$ cat config.mk
export PLATFORM = sky130hd
export DESIGN_NAME = rmii_rx_deser
export DESIGN_NICKNAME = d
export VERILOG_FILES = /design/src/rtl/rmii_rx_pkg.sv /design/src/rtl/rmii_rx_sync.sv /design/src/rtl/rmii_rx_strobe.sv /design/src/rtl/rmii_rx_pack.sv /design/src/rtl/rmii_rx_deser.sv
export SDC_FILE = /design/constraint.sdc
export NUM_CORES = 1
export LEC_CHECK = 0
export BUFFER_PORTS_ARGS = -buffer_cell sky130_fd_sc_hd__buf_2
export CAP_MARGIN = 20
export CORE_ASPECT_RATIO = 0.9
export CORE_MARGIN = 1
export CORE_UTILIZATION = 25
export DETAILED_ROUTE_END_ITERATION = 6
export SLEW_MARGIN = 20
export SYNTH_ARGS = -nofsm -noshare
export SYNTH_HDL_FRONTEND = slang
export SYNTH_SLANG_ARGS = --single-unit
export TNS_END_PERCENT = 50
$ cat constraint.sdc
create_clock -name clk -period 5.9 [get_ports clk]
set_clock_uncertainty 0.2 [all_clocks]
set_input_delay 1.18 -clock clk [delete_from_list [all_inputs] [get_ports clk]]
set_output_delay 1.18 -clock clk [all_outputs]
set_load 0.02 [all_outputs]
$ cat src/rtl/rmii_rx_pkg.sv
package rmii_rx_pkg;
    localparam int DIBIT_W      = 2;
    localparam int BYTE_W       = 8;
    localparam int DIBITS_PER_B = BYTE_W / DIBIT_W;
    localparam int SLOT_W       = $clog2(DIBITS_PER_B);

    typedef logic [DIBIT_W-1:0] dibit_t;
    typedef logic [BYTE_W-1:0]  byte_t;
    typedef logic [SLOT_W-1:0]  slot_t;

    typedef struct packed {
        byte_t data;
        logic  err;
        logic  first;
    } held_t;
endpackage

$ cat src/rtl/rmii_rx_sync.sv
module rmii_rx_sync #(
    parameter int STAGES = 2
) (
    input  logic                         clk,
    input  logic                         rst_n,
    input  logic                         crs_dv,
    input  rmii_rx_pkg::dibit_t          rxd,
    input  logic                         rx_er,
    output logic                         dv_s,
    output rmii_rx_pkg::dibit_t          dibit_s,
    output logic                         er_s
);
    import rmii_rx_pkg::*;

    typedef struct packed {
        logic   [STAGES-1:0] crs;
        dibit_t [STAGES-1:0] dat;
        logic   [STAGES-1:0] er;
    } sync_t;

    sync_t st_d, st_q;

    always_comb begin
        st_d = st_q;
        st_d.crs = {st_q.crs[STAGES-2:0], crs_dv};
        st_d.dat = {st_q.dat[STAGES-2:0], rxd};
        st_d.er  = {st_q.er[STAGES-2:0], rx_er};
    end

    always_ff @(posedge clk or negedge rst_n) begin
        if (!rst_n) st_q <= '0;
        else        st_q <= st_d;
    end

    assign dv_s    = st_q.crs[STAGES-1];
    assign dibit_s = st_q.dat[STAGES-1];
    assign er_s    = st_q.er[STAGES-1];
endmodule

$ cat src/rtl/rmii_rx_strobe.sv
module rmii_rx_strobe #(
    parameter int DECIM = 10
) (
    input  logic clk,
    input  logic rst_n,
    input  logic rate_10m,
    input  logic dv_s,
    output logic strobe
);
    localparam int CNT_W = $clog2(DECIM);

    typedef struct packed {
        logic [CNT_W-1:0] cnt;
        logic             dv_prev;
    } dec_t;

    dec_t dc_d, dc_q;
    logic [CNT_W-1:0] phase;
    logic             rise;

    always_comb begin
        dc_d = dc_q;
        rise = dv_s && !dc_q.dv_prev;
        phase = rise ? '0 : dc_q.cnt;
        dc_d.dv_prev = dv_s;
        if (!dv_s)
            dc_d.cnt = '0;
        else if (phase == CNT_W'(DECIM - 1))
            dc_d.cnt = '0;
        else
            dc_d.cnt = phase + 1'b1;
        strobe = dv_s && (!rate_10m || phase == '0);
    end

    always_ff @(posedge clk or negedge rst_n) begin
        if (!rst_n) dc_q <= '0;
        else        dc_q <= dc_d;
    end

    // decimated accepts are never adjacent
    a_r5_spaced: assert property (@(posedge clk) disable iff (!rst_n)
        (rate_10m && strobe) |=> !strobe);
endmodule

$ cat src/rtl/rmii_rx_pack.sv
module rmii_rx_pack (
    input  logic                 clk,
    input  logic                 rst_n,
    input  logic                 dv_s,
    input  logic                 strobe,
    input  rmii_rx_pkg::dibit_t  dibit,
    input  logic                 er,
    output rmii_rx_pkg::byte_t   out_data,
    output logic                 out_valid,
    output logic                 out_sof,
    output logic                 out_eof,
    output logic                 out_err
);
    import rmii_rx_pkg::*;

    typedef struct packed {
        byte_t acc;
        slot_t slot;
        logic  err_acc;
        held_t held;
        logic  held_vld;
        logic  first_pend;
        logic  dv_prev;
        byte_t o_data;
        logic  o_valid;
        logic  o_sof;
        logic  o_eof;
        logic  o_err;
    } pk_t;

    pk_t pk_d, pk_q;
    logic  rise, fall;
    slot_t slot_b;
    logic  err_b, first_b;
    byte_t acc_n;
    logic  err_n;

    always_comb begin
        pk_d = pk_q;
        pk_d.o_valid = 1'b0;
        pk_d.o_sof   = 1'b0;
        pk_d.o_eof   = 1'b0;
        pk_d.o_err   = 1'b0;
        pk_d.dv_prev = dv_s;
        rise    = dv_s && !pk_q.dv_prev;
        fall    = !dv_s && pk_q.dv_prev;
        slot_b  = rise ? '0 : pk_q.slot;
        err_b   = rise ? 1'b0 : pk_q.err_acc;
        first_b = rise ? 1'b1 : pk_q.first_pend;
        acc_n   = {dibit, pk_q.acc[BYTE_W-1:DIBIT_W]};
        err_n   = err_b | er;
        if (rise) begin
            pk_d.slot       = '0;
            pk_d.err_acc    = 1'b0;
            pk_d.first_pend = 1'b1;
            pk_d.held_vld   = 1'b0;
        end
        if (strobe) begin
            pk_d.acc = acc_n;
            if (slot_b == slot_t'(DIBITS_PER_B - 1)) begin
                if (pk_q.held_vld && !rise) begin
                    pk_d.o_valid = 1'b1;
                    pk_d.o_data  = pk_q.held.data;
                    pk_d.o_sof   = pk_q.held.first;
                    pk_d.o_err   = pk_q.held.err;
                end
                pk_d.held.data  = acc_n;
                pk_d.held.err   = err_n;
                pk_d.held.first = first_b;
                pk_d.held_vld   = 1'b1;
                pk_d.first_pend = 1'b0;
                pk_d.slot       = '0;
                pk_d.err_acc    = 1'b0;
            end else begin
                pk_d.slot       = slot_b + 1'b1;
                pk_d.err_acc    = err_n;
                pk_d.first_pend = first_b;
            end
        end
        if (fall) begin
            if (pk_q.held_vld) begin
                pk_d.o_valid = 1'b1;
                pk_d.o_data  = pk_q.held.data;
                pk_d.o_sof   = pk_q.held.first;
                pk_d.o_eof   = 1'b1;
                pk_d.o_err   = pk_q.held.err | (pk_q.slot != '0);
            end
            pk_d.held_vld = 1'b0;
            pk_d.slot     = '0;
            pk_d.err_acc  = 1'b0;
        end
    end

    always_ff @(posedge clk or negedge rst_n) begin
        if (!rst_n) pk_q <= '0;
        else        pk_q <= pk_d;
    end

    assign out_data  = pk_q.o_data;
    assign out_valid = pk_q.o_valid;
    assign out_sof   = pk_q.o_sof;
    assign out_eof   = pk_q.o_eof;
    assign out_err   = pk_q.o_err;

    // with data-valid low on both sides of an edge, nothing is emitted
    a_r2_quiet: assert property (@(posedge clk) disable iff (!rst_n)
        (!dv_s && !pk_q.dv_prev) |=> !out_valid);
    // start marker rides on a valid byte and never repeats next cycle
    a_r6_sof_valid: assert property (@(posedge clk) disable iff (!rst_n)
        out_sof |-> out_valid);
    a_r6_sof_single: assert property (@(posedge clk) disable iff (!rst_n)
        out_sof |=> !out_sof);
    // end marker rides on a valid byte
    a_r7_eof_valid: assert property (@(posedge clk) disable iff (!rst_n)
        out_eof |-> out_valid);
endmodule

$ cat src/rtl/rmii_rx_deser.sv
module rmii_rx_deser #(
    parameter int SYNC_STAGES = 2,
    parameter int DECIM       = 10
) (
    input  logic       clk,
    input  logic       rst_n,
    input  logic [1:0] rxd,
    input  logic       crs_dv,
    input  logic       rx_er,
    input  logic       rate_10m,
    output logic [7:0] out_data,
    output logic       out_valid,
    output logic       out_sof,
    output logic       out_eof,
    output logic       out_err,
    output logic       carrier
);
    import rmii_rx_pkg::*;

    logic   dv_s, er_s, strobe;
    dibit_t dibit_s;

    rmii_rx_sync #(.STAGES(SYNC_STAGES)) u_sync (
        .clk(clk), .rst_n(rst_n), .crs_dv(crs_dv), .rxd(rxd), .rx_er(rx_er),
        .dv_s(dv_s), .dibit_s(dibit_s), .er_s(er_s)
    );

    rmii_rx_strobe #(.DECIM(DECIM)) u_strobe (
        .clk(clk), .rst_n(rst_n), .rate_10m(rate_10m), .dv_s(dv_s),
        .strobe(strobe)
    );

    rmii_rx_pack u_pack (
        .clk(clk), .rst_n(rst_n), .dv_s(dv_s), .strobe(strobe),
        .dibit(dibit_s), .er(er_s), .out_data(out_data),
        .out_valid(out_valid), .out_sof(out_sof), .out_eof(out_eof),
        .out_err(out_err)
    );

    assign carrier = dv_s;

    // a rising carrier reflects the input two edges back
    a_r3_carrier_lag: assert property (@(posedge clk) disable iff (!rst_n)
        $rose(carrier) |-> $past(crs_dv, 2));
endmodule

After elaboration in Yosys (flattened, before gate mapping)

Cells that the tools add are included.

Bitwise operators: 2
Equality and inequality tests: 2
$add $sub $neg: 2
Reductions and logical operators: 14
Multiplexer cells: 22

Operators with widths:

| kind                | number |
|---|---|
| $mux 10             | 3 |
| $mux 12             | 2 |
| $mux 15             | 1 |
| $mux 4              | 3 |
| $mux 11             | 1 |
| $mux 3              | 3 |
| $mux 1              | 7 |
| $add 4x1->4 const B | 1 |
| $eq 4x4->1 const B  | 1 |
| $logic_and 1x1->1   | 4 |
| $logic_not 1->1     | 4 |
| $logic_not 4->1     | 1 |
| $mux 2              | 2 |
| $reduce_bool 2->1   | 2 |
| $reduce_bool 3->1   | 1 |
| $add 2x1->2 const B | 1 |
| $eq 2x2->1 const B  | 1 |
| $or 1x1->1          | 2 |
| $reduce_and 2->1    | 1 |
| $logic_or 1x1->1    | 1 |

Bits of input ports: 7
Register bits after elaboration: 48
Output and inout port bits: 13
Logic and storage cells: 61

Depth between registers and ports, before layout

Gate-level depths: netlist of run 1.

Word-level depth: 9
Mapped depth: 11
Mapped depth without buffers: 9

Cells and area by module

From an unflattened synthesis of run 1, not the netlist that was laid out.

Cell total of the unflattened synthesis: 152
Area, all modules: 1,941.9 um^2

Modules (own cells, without submodules):

| module         | times used | area each (um^2) | seq. area each (um^2) | cells an instance |
|---|---|---|---|---|
| rmii_rx_pack   | 1          | 1,487.7          | 850.8                 | 119 |
| rmii_rx_strobe | 1          | 254.0            | 125.1                 | 25 |
| rmii_rx_sync   | 1          | 200.2            | 200.2                 | 8 |

Worst setup path after synthesis of run 1

Ideal clock, no wire load.

Path type: reg2reg
From: register u_sync.st_q, in the netlist u_sync.dv_s
To: register u_pack.pk_q[21] (netlist name)
Setup time: 125 ps
Data required time: 5,575 ps
Path buffers: 2
Stages on the path, launching flop included: 10
Period minus slack after synthesis: 2,596 ps
Path slack: 3,304 ps
Arrival time: 2,271 ps
Path through: dfrtp_1 ha_1 buf_6 and2b_1 inv_1 ha_1 nand2b_1 o2111ai_4 buf_2 mux2_2

Word-level cells in the longest chain between the ends: 6
Elaborated cells on any way between the ends: 8
Those cells by class: 1 x eq/ne; 2 x mux; 5 x reduce/logical

Ends and longest elaborated chain:

| item                           | RTL line             | RTL |
|---|---|---|
| start, declared                | rmii_rx_sync.sv:21   | `sync_t st_d, st_q;` |
| start signal, assigned         | rmii_rx_sync.sv:32   | `else st_q <= st_d;` |
| $logic_and 1x1->1              | rmii_rx_strobe.sv:23 | `rise = dv_s && !dc_q.dv_prev;` |
| $mux 4                         | rmii_rx_strobe.sv:24 | `phase = rise ? '0 : dc_q.cnt;` |
| $logic_not 4->1                | rmii_rx_strobe.sv:32 | `strobe = dv_s && (!rate_10m \|\| phase == '0);` |
| $logic_or 1x1->1               | rmii_rx_strobe.sv:32 |  |
| $logic_and 1x1->1              | rmii_rx_strobe.sv:32 |  |
| $reduce_and 2->1 (no line) (*) | n/a                  |  |
| end signal, assigned           | rmii_rx_pack.sv:96   | `else pk_q <= pk_d;` |
| end, declared                  | rmii_rx_pack.sv:31   | `pk_t pk_d, pk_q;` |

Every way passes the cells marked *; elsewhere a longest branch is shown, timed or not.
A chain may end at the register's enable or synchronous reset.

==> metrics.yaml, run 1 <==
core-area_sq_mm: 0.007148
postSynthCellCount: 136
finalSetupTns_ns: 0
max_freq_ghz: 0.3347
drtIter0Drc: 52
ys_seq_area_frac: 0.6142
clk_latency_ns: 0.30
cp-start-kind: "register"
ys_seq_elements: 46
grtUsageTotal: 0.08424
num_rows: 29
synth_area_leaders: "dfrtp_1 61%, mux2_2 13%, ha_1 4.0%"
path_class: "reg -> reg"
post-cts-setup-buffers: 0
clock-sinks: 46
power_mw: 0.6983
grt_overflow: 0
hold_depth: 0
synth_nets: 149
final_area_sq_mm: 0.002120
finalHoldViolCount: 0
slew_violations: 0
use_met1: 0.1057
finalCritPeriodShare: 0.5063
yosys_warnings: 0
synth-edff-count: 0
die_w_um: 93.27
antenna_found_initial: 0
preCtsSetupSlack_ns: 2.877
detail_route.first_pass.iterations: 2
die_area_sq_mm: 0.007848
wl_per_cell_um: 11.50
grt_max_degree: 47
cts_buffers: 5
routabilityCongestion: 0.6913
cts_tree: "yes"
drive_gt1_frac: 0.3684
power_density_mw_per_mm2: 329.5
ant_nets: 0
r2r_end: "u_pack.out_data[6]"
max-vdd-ir-drop_mv: 0.09105
ios: 20
worst_pin_slew_ns: 0.9788
avgSynthCellArea_sq_um: 13.78
cts_root_buffer: "clkbuf_8"
synthFlopType: "dfrtp_1"
setup_viol: 0
syn_to_final_growth_pct: 13.08
multi_input_area_sq_um: 611.8
grt_pass1_wl_mm: 5.126
synth_top_area_share: 0.6142
cp.required_ns: 5.88
netlist_area_sq_mm: 0.001874
drt-total-wl_mm: 2.817
clock_path_buffers: 2
fin_nets: 164
layout_setup_ws_ns: 2.913
holdBufCountCts: 0
r2r-start: "u_sync.dv_s"
ys_types: 30
drv_cap: 0
htree_levels: 2
status: "finished clean"
startpoint: "u_sync.dv_s"
use_met3: 0.02808
cp-endpoint: "u_pack.out_data[6]"
start_util: 0.2622
synth_common_cells: "46 x dfrtp_1, 22 x mux2_2, 8 x buf_4, 8 x inv_1, 6 x ha_1"
avgViaCountPerCell: 4.135
post-dp-hpwl_mm: 1.908
r2r_cells: 8
cp_max_fo: 16
cts_resized: 0
regArea_sq_mm: 0.001151
period_minus_slack_ns: 2.987
drc: 0
rrSetupSlack_ns: 2.91
num_vias: 1013
num_antenna_cells: 0
grtUsageMet2: 0.1217
leakage_nw: 1.024
yosysMostFrequentCell: "dfrtp_1"
port_buffers: 19
placed_area_sq_mm: 0.002004
clk_pin_slew_ns: 0.08
busiest_layer: "met2"
grt_pass1_vias: 1077
fp.dieH_um: 84.14
rsz0062_at_grt: "no"
hold-worst-slack_ns: 0.1548
max-slew-margin-rel: 0.3446
min_path_type: "reg -> reg"
cp-end-kind: "register"
arrival_ns: 2.97
fillers: 721
async_reset_ff_frac: 1.000
synth_top_cell_by_area: "dfrtp_1"
## per-stage QoR
step                      cells    util
after floorplan             136       -
after global placement      237  0.2804
after detailed placement    237  0.2804
after CTS                   245  0.2962
after global routing        245  0.2965
final                       245  0.2965
## kinds of logic after synthesis
family,count (synthesis),synth area share
flip-flops,46,0.6142
multiplexers,22,0.1322
AO/OA/AOI/OAI,17,0.07277
AND/OR/NAND/NOR,25,0.07677
adder cells (fa/ha/maj),6,0.04005
buffers and inverters,19,0.05941
XOR/XNOR,1,0.004674
## how the worst min path moves through the flow
stage,from,to,slack [ns]
6_report,u_sync.st_d[7],u_sync.dv_s,0.15
5_1_grt,u_sync.st_d[5],u_sync.dibit_s[1],0.17
4_1_cts,u_sync.st_d[4],u_sync.dibit_s[0],0.16
3_5_place_dp,u_sync.st_d[4],u_sync.dibit_s[0],0.14
3_3_place_gp,u_sync.st_d[7],u_sync.dv_s,0.13
2_1_floorplan,u_sync.st_d[4],u_sync.dibit_s[0],0.13
## power breakdown
part / internal, mW / switching [mW]
Sequential: 0.362 / 0.0238
Clock: 0.127 / 0.105
Combinational: 0.0423 / 0.0382
Total: 0.531 / 0.167
## state kept, by name, indices dropped and copies added, names as in the netlist, 2 cells and up
register / count
u_pack.out_data: 8
u_strobe.dc_q: 4
u_sync.st_d: 4
u_pack.acc_n: 6
u_pack.pk_q: 16
u_sync.dibit_s: 2
## metal layers
layer | part of all wire | wire (um) | up-vias
met3 | 0.054 | 153 | 9
li1 | - | - | 488
met2 | 0.42 | 1190 | 23
met1 | 0.49 | 1376 | 493
met5 | 0 | 0 | -
met4 | 0.034 | 96 | 0
## placed cells by master, fill, tap and decap left out, types with 2 or more instances in the layout
master,synthesis,routed
buf_2,2,18
nor2_1,4,4
and2b_1,3,3
mux2_2,22,22
a21oi_1,5,5
nand3_1,3,3
ha_1,6,6
nand2b_1,2,2
nor3_1,2,2
nand2_1,5,5
dfrtp_1,46,46
o21ai_0,4,4
inv_1,8,8
clkbuf_8,0,5
## final cells by class
cell class              instances  area share
clock inverters                 3     0.02066
well taps                      93     0.05490
flip-flops and latches         46      0.5431
inverters                       8     0.01417
repair buffers                 19     0.04604
clock buffers                   5     0.03247
multi-input cells              71      0.2887
## worst max-delay path, cell delays in order (launching register included)
cell and delay [ns]:
dfrtp_1 0.47, ha_1 0.42, and2b_1 0.27, inv_1 0.07, ha_1 0.14, nand2b_1 0.16
o2111ai_4 0.33, o21ai_4 0.44, mux2_2 0.38
No activity file was read; power rests on OpenSTA's default activity.
==> inputs of run 2 (changes only) <==
Clock period 5.9 ns to 3 ns, I/O delays scaled along.
==> metrics.yaml, run 2 (synthesis results as in run 1) <==
drive_gt1_frac: 0.3636  # was 0.3684
rrSetupSlack_ns: 0.22  # was 2.91 ns
power_density_mw_per_mm2: 637.4  # was 329.5 mW/mm^2
clk_latency_ns: 0.28  # was 0.30 ns
post-dp-hpwl_mm: 1.984  # was 1.908 mm
r2r-start: "u_sync.dv_s"  # unchanged
max-slew-margin-rel: 0.2944  # was 0.3446
avgViaCountPerCell: 4.049  # was 4.135
min_path_type: "in -> async"  # was reg -> reg
detail_route.first_pass.iterations: 4  # was 2
fin_cells: 247  # was 245
die_w_um: 93.27  # unchanged
switchingPower_mw: 0.3103  # was 0.1675 mW
final_cell_mix: "46 x dfrtp_1, 22 x mux2_2, 19 x buf_2"  # was 46 x dfrtp_1, 22 x mux2_2, 18 x buf_2
num_rows: 29  # unchanged
fin_nets: 166  # was 164
cts_tree: "yes"  # unchanged
grt_overflow: 0  # unchanged
place_inst: 239  # was 237
drv_cap: 0  # unchanged
holdBufCountCts: 0  # unchanged
leakage_nw: 1.026  # was 1.024 nW
drt-total-wl_mm: 2.895  # was 2.817 mm
cp_max_fo: 12  # was 16
regMostFlops: "u_pack.pk_q"  # unchanged
largest_reg_flops: 16  # unchanged
r2r_cells: 7  # was 8
htree_levels: 2  # unchanged
path_class: "reg -> reg"  # unchanged
antenna_found_initial: 0  # unchanged
wl_per_cell_um: 11.72  # was 11.50 um
drtIter0Drc: 50  # was 52
grtUsageTotal: 0.08189  # was 0.08424
drc: 0  # unchanged
r2r_end: "u_pack.acc_n[5]"  # was u_pack.out_data[6]
core-area_sq_mm: 0.007148  # unchanged
grt_pass1_wl_mm: 4.905  # was 5.126 mm
port_buffers: 19  # unchanged
num_antenna_cells: 0  # unchanged
cts_resized: 0  # unchanged
grt_pass1_vias: 1005  # was 1077
post-cts-setup-buffers: 0  # unchanged
pwr-share-clk: 0.322  # was 0.333
setup_viol: 0  # unchanged
worst_pin_slew_ns: 1.054  # was 0.9788 ns
slew_violations: 0  # unchanged
switching_share: 0.2290  # was 0.2398
clock-sinks: 46  # unchanged
clk_pin_slew_ns: 0.08  # about the same
cts_buffers: 5  # unchanged
cp.required_ns: 2.97  # was 5.88 ns
syn_to_final_growth_pct: 13.42  # was 13.08%
combPwrFrac: 0.118  # was 0.115
mostFrequentLayoutCell: "dfrtp_1"  # unchanged
rsz0062_at_grt: "no"  # unchanged
routabilityCongestion: 0.7328  # was 0.6913
num_vias: 1000  # was 1013
grt_max_degree: 32  # was 47
ios: 20  # unchanged
arrival_ns: 2.76  # was 2.97 ns
final_util: 0.2974  # was 0.2965
clock_path_buffers: 2  # unchanged
finalHoldViolCount: 0  # unchanged
status: "finished clean"  # unchanged
cts_root_buffer: "clkbuf_8"  # unchanged
start_util: 0.2622  # unchanged
period_minus_slack_ns: 2.783  # was 2.987 ns
finalSetupTns_ns: 0  # unchanged
max_freq_ghz: 0.3593  # was 0.3347 GHz
cp-end-kind: "register"  # unchanged
max-vdd-ir-drop_mv: 0.2246  # was 0.09105 mV
ant_nets: 0  # unchanged
finalCritPeriodShare: 0.9277  # was 0.5063
cp-start-kind: "register"  # unchanged
seq_power_share: 0.561  # was 0.552
fp.dieH_um: 84.14  # unchanged
die_area_sq_mm: 0.007848  # unchanged
intPower_mw: 1.045  # was 0.5308 mW
run 2: cell types whose count changed in the layout (fill, tap and decap cells not counted):
cell,change
clkbuf_1,+2
buf_2,+1
buf_4,+1
clkinv_2,-1
inv_6,-1
run 2: area by class of cell:
class	instances	area, sq um
fill	717	5022
clock buffer	7	76.32
clock inverter	1	30.03
tap	93	116.4
multi-input combinational	71	611.8
sequential	46	1151
timing repair buffer	21	110.1
inverter	8	30.03
run 2: power groups by stage:
| stage | Clock [mW] | Combinational (mW) | Sequential [mW] |
|---|---|---|---|
| after CTS | 0.459 | 0.163 | 0.760 |
| after detailed placement | 0 | 0.161 | 0.773 |
| after global placement | 0 | 0.157 | 0.771 |
| after global routing | 0.486 | 0.179 | 0.773 |
| final | 0.436 | 0.159 | 0.760 |
| after floorplan | 0 | 0.130 | 0.758 |
run 2: per-stage QoR:
step	instance area (sq um)	worst slack, ns	power [mW]	hold slack (ns)
after floorplan	1874	0.4040	0.8875	0.1044
after global placement	2019	0.2620	0.9274	0.1336
after detailed placement	2019	0.2251	0.9332	0.1347
after CTS	2126	0.1857	1.382	0.007952
after global routing	2126	0.07323	1.438	0.02333
final	2126	0.2168	1.355	0.005608
run 2: how the worst max path moves through the flow:
| stage | cells after the start | startpoint | slack, ns | to |
|---|---|---|---|---|
| after CTS | 7 | u_sync.dv_s | 0.19 | u_pack.acc_n[5] |
| after global routing | 7 | u_sync.dv_s | 0.07 | u_pack.acc_n[5] |
| final | 7 | u_sync.dv_s | 0.22 | u_pack.acc_n[5] |
| after floorplan | 9 | u_sync.dv_s | 0.40 | u_pack.pk_q[21] |
| after global placement | 7 | u_sync.dv_s | 0.26 | u_pack.acc_n[4] |
| after detailed placement | 7 | u_sync.dv_s | 0.23 | u_pack.acc_n[2] |
run 2: worst max-delay path: stages, from the launching register on:
cell	delay, ns
dfrtp_1	0.46
ha_1	0.35
and2b_1	0.31
inv_1	0.06
ha_1	0.19
nand2b_1	0.18
o211ai_1	0.50
mux2_2	0.42
run 2: per-layer routing:
metal  routed length, um  vias up  GRT usage
met3                 142        5    0.02899
met1                1574      491     0.1196
met4                  42        0    0.02937
li1                    -      485          -
met5                   0        -          0
met2                1136       19     0.1110
==> inputs of run 3 (changes only) <==
Settings changed: CORE_MARGIN 1 to unset.
Clock period 3 ns to 2.97 ns, I/O delays scaled along.
==> metrics.yaml, run 3 (synthesis results as in run 1) <==
cp-start-kind: "register"  # unchanged
post-dp-hpwl_mm: 2.010  # was 1.984 mm
ios: 20  # unchanged
routabilityCongestion: 0.7376  # was 0.7328
seq_power_share: 0.563  # was 0.561
power_density_mw_per_mm2: 636.8  # was 637.4 mW/mm^2
detail_route.first_pass.iterations: 4  # unchanged
combPwrFrac: 0.119  # was 0.118
arrival_ns: 2.66  # was 2.76 ns
clock_path_buffers: 2  # unchanged
final_util: 0.2990  # was 0.2974
place_inst: 240  # was 239
grt_overflow: 0  # unchanged
switchingPower_mw: 0.3212  # was 0.3103 mW
slew_violations: 0  # unchanged
cts_tree: "yes"  # unchanged
num_vias: 990  # was 1000
fin_cells: 248  # was 247
htree_levels: 2  # unchanged
avgViaCountPerCell: 3.992  # was 4.049
cts_resized: 0  # unchanged
post-cts-setup-buffers: 0  # unchanged
die_w_um: 93.27  # unchanged
clock-sinks: 46  # unchanged
preCtsSetupSlack_ns: 0.2691  # was 0.2251 ns
drv_cap: 0  # unchanged
final_area_sq_mm: 0.002137  # was 0.002126 sq mm
antenna_found_initial: 0  # unchanged
rsz0062_at_grt: "no"  # unchanged
cts_root_buffer: "clkbuf_8"  # unchanged
violations: "negative hold slack"
max-vdd-ir-drop_mv: 0.2211  # was 0.2246 mV
worst_pin_slew_ns: 0.3868  # was 1.054 ns
drive_gt1_frac: 0.3806  # was 0.3636
period_minus_slack_ns: 2.685  # was 2.783 ns
grt_pass1_wl_mm: 4.926  # was 4.905 mm
drtIter0Drc: 52  # was 50
start_util: 0.2622  # unchanged
finalHoldViolCount: 4  # was 0
min_path_type: "in -> async"  # unchanged
regMostFlops: "u_pack.pk_q"  # unchanged
largest_reg_flops: 16  # unchanged
clk_pin_slew_ns: 0.08  # about the same
port_buffers: 19  # unchanged
grt_pass1_vias: 1017  # was 1005
layout_setup_ws_ns: 0.2851  # was 0.2168 ns
status: "complete, but fails checks"  # was finished clean
grt_max_degree: 32  # unchanged
final_cell_mix: "46 x dfrtp_1, 22 x mux2_2, 19 x buf_2"  # unchanged
intPower_mw: 1.040  # was 1.045 mW
cp-end-kind: "register"  # unchanged
drt-total-wl_mm: 2.853  # was 2.895 mm
max-slew-margin-rel: 0.7421  # was 0.2944
pwr-share-clk: 0.318  # was 0.322
fp.dieH_um: 84.14  # unchanged
fin_nets: 167  # was 166
cp.required_ns: 2.95  # was 2.97 ns
num_antenna_cells: 0  # unchanged
die_area_sq_mm: 0.007848  # unchanged
finalSetupTns_ns: 0  # unchanged
leakage_nw: 1.036  # was 1.026 nW
finalCritPeriodShare: 0.9040  # was 0.9277
drc: 0  # unchanged
cts_buffers: 5  # unchanged
num_rows: 29  # unchanged
placed_area_sq_mm: 0.002027  # was 0.002019 sq mm
ant_nets: 0  # unchanged
mostFrequentLayoutCell: "dfrtp_1"  # unchanged
syn_to_final_growth_pct: 14.02  # was 13.42%
wl_per_cell_um: 11.50  # was 11.72 um
clk_latency_ns: 0.29  # was 0.28 ns
max_freq_ghz: 0.3724  # was 0.3593 GHz
holdBufCountCts: 0  # unchanged
hold-worst-slack_ns: -0.002863  # was 0.005608 ns
core-area_sq_mm: 0.007148  # unchanged
power_mw: 1.361  # was 1.355 mW
setup_viol: 0  # unchanged
cp_max_fo: 11  # was 12
switching_share: 0.2360  # was 0.2290
path_class: "reg -> reg"  # unchanged
grtUsageTotal: 0.08205  # was 0.08189
run 3: changes by cell type in the layout (fill, tap and decap cells not counted), sizes merged:
| cell | previous run | this run |
|---|---|---|
| clkbuf | 7 | 8 |
| buf | 21 | 22 |
| bufinv | 1 | 0 |
run 3: power groups by stage:
stage	clock (mW)	combinational [mW]	sequential [mW]
after CTS	0.451	0.165	0.768
after global placement	0	0.160	0.779
after detailed placement	0	0.164	0.780
after global routing	0.479	0.181	0.779
after floorplan	0	0.131	0.765
final	0.433	0.161	0.766
run 3: critical path, cell delays in order (launching register included):
cell,delay (ns)
dfrtp_1,0.46
ha_1,0.38
and2b_1,0.27
inv_1,0.07
ha_1,0.13
nand2b_1,0.16
o2111ai_4,0.16
o21ai_4,0.36
mux2_2,0.38
run 3: final timing paths:
kind                            slack [ns]  cells after the start                 end           start
worst max-delay path                  0.29                      8  u_pack.out_data[2]     u_sync.dv_s
worst min-delay path                -0.003                      1    u_pack.out_valid           rst_n
worst max register to register        0.29                      8  u_pack.out_data[2]     u_sync.dv_s
worst min register to register        0.15                      0         u_sync.dv_s  u_sync.st_d[7]
max in group asynchronous             1.87                      2     u_pack.pk_q[26]           rst_n
min in group clk                      0.15                      0         u_sync.dv_s  u_sync.st_d[7]
run 3: layer usage:
metal,vias up,GRT usage,share of wire
li1,490,-,-
met1,475,0.1200,0.54
met2,21,0.1063,0.40
met3,4,0.02989,0.048
met4,0,0.03776,0.011
met5,-,0,0
run 3: final cells by class:
cell class / count / area, sq um
inverter: 8 / 30.03
tap: 93 / 116.4
timing repair buffer: 22 / 117.6
fill: 715 / 5011
sequential: 46 / 1151
multi-input combinational: 71 / 611.8
clock buffer: 8 / 110.1
